`src/rtl/arb_pkg.sv`:
```
package arb_pkg;

    typedef enum logic [2:0] {
        CPU_OWNS     = 3'd0,
        HOLD_PENDING = 3'd1,
        MASTER_OWNS  = 3'd2,
        WB_RELEASE   = 3'd3,
        WB_ACTIVE    = 3'd4,
        REGRANT      = 3'd5
    } arb_state_e;

endpackage

```
`src/rtl/snoop_window.sv`:
```
module snoop_window #(
    parameter int SNOOP_WIN = 4
) (
    input  logic clk,
    input  logic rst,
    input  logic arm,
    input  logic clear,
    output logic open
);
    localparam int CW = $clog2(SNOOP_WIN + 1);

    logic [CW-1:0] remain;

    always_ff @(posedge clk) begin
        if (rst || clear) begin
            remain <= '0;
        end else if (arm) begin
            remain <= CW'(SNOOP_WIN);
        end else if (remain != '0) begin
            remain <= remain - 1'b1;
        end
    end

    assign open = (remain != '0);

endmodule

```
`src/rtl/arb_fsm.sv`:
```
module arb_fsm
    import arb_pkg::*;
(
    input  logic       clk,
    input  logic       rst,
    input  logic       m_req,
    input  logic       hold_ack,
    input  logic       snoop_hit,
    input  logic       cpu_strobe,
    input  logic       cpu_done,
    output arb_state_e state,
    output logic       hold_req,
    output logic       m_grant,
    output logic       granted
);
    arb_state_e next;

    always_ff @(posedge clk) begin
        if (rst) begin
            state <= CPU_OWNS;
        end else begin
            state <= next;
        end
    end

    always_comb begin
        next = state;
        unique case (state)
            CPU_OWNS:     if (m_req) next = HOLD_PENDING;
            HOLD_PENDING: begin
                if (!m_req)        next = CPU_OWNS;
                else if (hold_ack) next = MASTER_OWNS;
            end
            MASTER_OWNS: begin
                if (snoop_hit)     next = WB_RELEASE;
                else if (!m_req)   next = CPU_OWNS;
            end
            WB_RELEASE:   if (cpu_strobe) next = WB_ACTIVE;
            WB_ACTIVE:    if (cpu_done)   next = REGRANT;
            REGRANT: begin
                if (!m_req)        next = CPU_OWNS;
                else if (hold_ack) next = MASTER_OWNS;
            end
            default:      next = CPU_OWNS;
        endcase
    end

    always_comb begin
        hold_req = 1'b0;
        m_grant  = 1'b0;
        unique case (state)
            CPU_OWNS:     ;
            HOLD_PENDING: hold_req = 1'b1;
            MASTER_OWNS: begin
                hold_req = 1'b1;
                m_grant  = 1'b1;
            end
            WB_RELEASE:   ;
            WB_ACTIVE:    hold_req = 1'b1;
            REGRANT:      hold_req = 1'b1;
            default:      ;
        endcase
        granted = m_grant;
    end

endmodule

```
`src/rtl/bus_hold_arbiter.sv`:
```
module bus_hold_arbiter
    import arb_pkg::*;
#(
    parameter int SNOOP_WIN = 4
) (
    input  logic clk,
    input  logic rst,
    input  logic m_req,
    output logic m_grant,
    output logic hold_req,
    input  logic hold_ack,
    input  logic snoop_start,
    input  logic hit_dirty,
    input  logic cpu_strobe,
    input  logic cpu_done
);
    arb_state_e state;
    logic       granted;
    logic       win_open;
    logic       snoop_hit;

    snoop_window #(.SNOOP_WIN(SNOOP_WIN)) u_window (
        .clk   (clk),
        .rst   (rst),
        .arm   (snoop_start & granted),
        .clear (~granted),
        .open  (win_open)
    );

    assign snoop_hit = hit_dirty & win_open;

    arb_fsm u_fsm (
        .clk        (clk),
        .rst        (rst),
        .m_req      (m_req),
        .hold_ack   (hold_ack),
        .snoop_hit  (snoop_hit),
        .cpu_strobe (cpu_strobe),
        .cpu_done   (cpu_done),
        .state      (state),
        .hold_req   (hold_req),
        .m_grant    (m_grant),
        .granted    (granted)
    );

endmodule

```
`config.mk`:
```
export PLATFORM = sky130hd
export DESIGN_NAME = bus_hold_arbiter
export DESIGN_NICKNAME = d
export VERILOG_FILES = /design/src/rtl/arb_pkg.sv /design/src/rtl/snoop_window.sv /design/src/rtl/arb_fsm.sv /design/src/rtl/bus_hold_arbiter.sv
export SDC_FILE = /design/constraint.sdc
export NUM_CORES = 1
export LEC_CHECK = 0
export BUFFER_PORTS_ARGS = -buffer_cell sky130_fd_sc_hd__buf_2
export CORE_AREA = 2 2 39 41
export CTS_BUF_LIST = sky130_fd_sc_hd__clkbuf_4 sky130_fd_sc_hd__clkbuf_8
export CTS_CLUSTER_SIZE = 16
export DETAILED_ROUTE_END_ITERATION = 6
export DIE_AREA = 0 0 41 43
export HOLD_SLACK_MARGIN = 0.03
export PLACE_DENSITY = 0.62
export SETUP_SLACK_MARGIN = 0.15
export SYNTH_ARGS = -nofsm -noshare
export SYNTH_HDL_FRONTEND = slang
export SYNTH_SLANG_ARGS = --single-unit
```
`constraint.sdc`:
```
create_clock -name clk -period 3.24 [get_ports clk]
set_input_delay 0.648 -clock clk [delete_from_list [all_inputs] [get_ports clk]]
set_output_delay 0.648 -clock clk [all_outputs]
set_load 0.05 [all_outputs]
```
==> flow_summary.json <==
{
  "wire_per_inst_um": 10.6,
  "p_per_area_nw_per_um2": 370,
  "path_delay_family": "flip-flops",
  "setup_viol": 0,
  "slowest_stage": "dfxtp_1",
  "antenna_found_initial": 0,
  "final_util_pct": 35.3,
  "grt_remaining_overflow": 0,
  "cp-start-kind": "register",
  "cap_viol_max_count": 0,
  "cp.arrival_ns": 1.30,
  "nets": 71,
  "clock_latency_ns": 0.25,
  "drc": 0,
  "via_per_inst": 4.73,
  "area_delta_synth_final_pct": 20.4,
  "timing.final.crit_share_pct": 60.1,
  "grt_setup_unrepaired": "false",
  "clk_path_buf_depth": 2,
  "die_w_um": 41,
  "cp-end-kind": "primary output",
  "worst_pin_slew_ns": 0.316,
  "fmax_ghz": 0.514,
  "antenna_left": 0,
  "max_stage_delay_ns": 0.36,
  "dp_slack_ns": 1.56,
  "status": "finished clean",
  "relSlewSlack_pct": 78.9,
  "p_leak_nw": 0.204,
  "num_rows": 14,
  "wirelength_um": 785,
  "tns_ns": 0,
  "chipHeight_um": 43,
  "synth_compound_area_share_pct": 17.6,
  "finalCriticalPeriod_ns": 1.95,
  "hold_viol_final": 0,
  "cts_made_buffers": 3,
  "synth_top_family_by_area": "simple AND/OR/NAND/NOR gates",
  "avgSynthCellArea_um2": 8.63,
  "clkTransAtPathRegs_ns": 0.05,
  "crit_chain": "nor2_1 -> nand2_1 -> inv_1 -> buf_2",
  "cts_tree": "yes",
  "cts.sinks": 6,
  "synthAdderAreaFrac_pct": 9.26,
  "yosys.area_share.simple_pct": 22.8,
  "critPathBufInv": 2,
  "fin_ws_ns": 1.29,
  "peakVddDrop_mv": 0.174,
  "gr-usage-all-layers_pct": 10.9,
  "synth_fp_nets": 58,
  "ios": 10,
  "synth.cell_area_um2": 405,
  "worstPathMaxFanout": 7,
  "crit_required_ns": 2.59,
  "cts_setup_buffers": 0,
  "synth_mux_area_share_pct": 8.64,
  "grt_pass1_wl_um": 1270,
  "gp_congestion": 0.657,
  "core_area_um2": 1380,
  "hold_path_class": "register to register",
  "drive_gt1_share_pct": 27.6,
  "dieArea_um2": 1760,
  "first_pass_iters": 1,
  "start_util_pct": 29.3,
  "root_buffer": "clkbuf_4",
  "yosysSeqAreaShare_pct": 29.6,
  "path_class": "register to primary output",
  "drt_iter0_drc": 0,
  "io_buffers": 9,
  "synth_warnings": 0,
  "ys_types": 24,
  "synth-xor-area-share_pct": 4.32,
  "syn_inst": 47,
  "n_antenna_cell": 0,
  "slew_violations": 0,
  "hpwl_um": 609,
  "fin_worst_skew_ns": 0.00586,
  "grt_max_degree": 10,
  "routed-via-count": 350,
  "post_cts_resized": 0,
  "grt_pass1_vias": 330,
  "postCtsHoldBufs": 0,
  "ys_ff_latch": 6,
  "h-tree-depth": 1
}
[state kept, by name, summed over array words and instances (netlist names)]
register and flops:
u_fsm.state 3, u_window.remain 3
[Yosys cell counts, drive strengths merged]
cell,count,share of area [%]
xnor2,1,2.2
nand4b,1,2.2
a221oi,2,5.9
a21o,1,2.2
nor2b,4,6.2
a211oi,1,1.9
mux2i,2,4.9
dfxtp,6,30
a31oi,1,1.5
xor2,1,2.2
nand2,1,0.93
ha,3,9.3
nor2,3,2.8
buf,1,1.2
inv,7,6.5
a21oi,3,3.7
nor3,1,1.2
and4bb,1,3.1
nand2b,1,1.5
mux2,1,3.7
nand3b,1,1.9
nor4,2,3.1
o21ai,2,2.5
[metal layers]
layer | global-route usage [%] | up-vias | wire length, um
met5 | 0 | - | 0
met4 | 10.0 | 0 | 10
met3 | 3.14 | 2 | 33
met2 | 15.6 | 5 | 370
met1 | 12.2 | 156 | 371
li1 | - | 187 | -
[cell families (layout without fill, tap and decap cells)]
family                   Yosys count  after routing
AO/OA/AOI/OAI                     10             10
flip-flops                         6              6
AND/OR/NAND/NOR                   15             15
multiplexers                       3              3
buffers and inverters              8             19
XOR/XNOR                           2              2
adder cells (fa/ha/maj)            3              3
[final cells by class]
cell class / count / area (um2)
sequential: 6 / 120
inverter: 7 / 26.3
clock buffer: 3 / 22.5
tap: 16 / 20.0
timing repair buffer: 9 / 45.0
fill: 150 / 896
multi-input combinational: 33 / 254
[cell usage in the layout, fill, tap and decap left out, types with 2 or more instances in the layout]
cell / count
a21oi_1: 3
buf_2: 9
clkbuf_4: 3
dfxtp_1: 6
ha_1: 3
inv_1: 7
mux2i_1: 2
nor2_1: 3
nor2b_1: 4
nor4_1: 2
o21ai_0: 2
[where the power goes]
| group | switching [W] | internal [W] | leakage, nW | total [W] |
|---|---|---|---|---|
| registers | 0.00000318 | 0.0000758 | 0.0487 | 0.0000790 |
| logic | 0.0000182 | 0.0000128 | 0.142 | 0.0000310 |
| clock network | 0.0000285 | 0.0000420 | 0.0138 | 0.0000705 |
[path summary, 6_finish.rpt]
kind	start	cells past startpoint	slack, ns	endpoint
max	u_fsm.state[2]	4	1.29	m_grant
min reg2reg	u_window.remain[1]	2	0.52	u_window.remain[1]
min	u_window.remain[1]	2	0.52	u_window.remain[1]
max reg2reg	u_window.remain[0]	6	1.66	u_fsm.state[0]
[worst reg2reg max path, stage by stage (launching register included)]
cell,delay (ns)
dfxtp_1,0.34
inv_1,0.05
ha_1,0.21
ha_1,0.27
nand3b_1,0.19
a21o_2,0.23
a221oi_1,0.21
[stage by stage]
step                      total power [W]  instance area (um2)  instances  hold WS, ns
after floorplan                  0.000101                  405         47        0.492
after detailed placement         0.000112                  465         71        0.520
after CTS                        0.000185                  488         74        0.527
final                            0.000181                  488         74        0.523
after global placement           0.000112                  465         71        0.537
after global routing             0.000193                  488         74        0.543
Note: power is estimated with default switching activity, not from simulation.
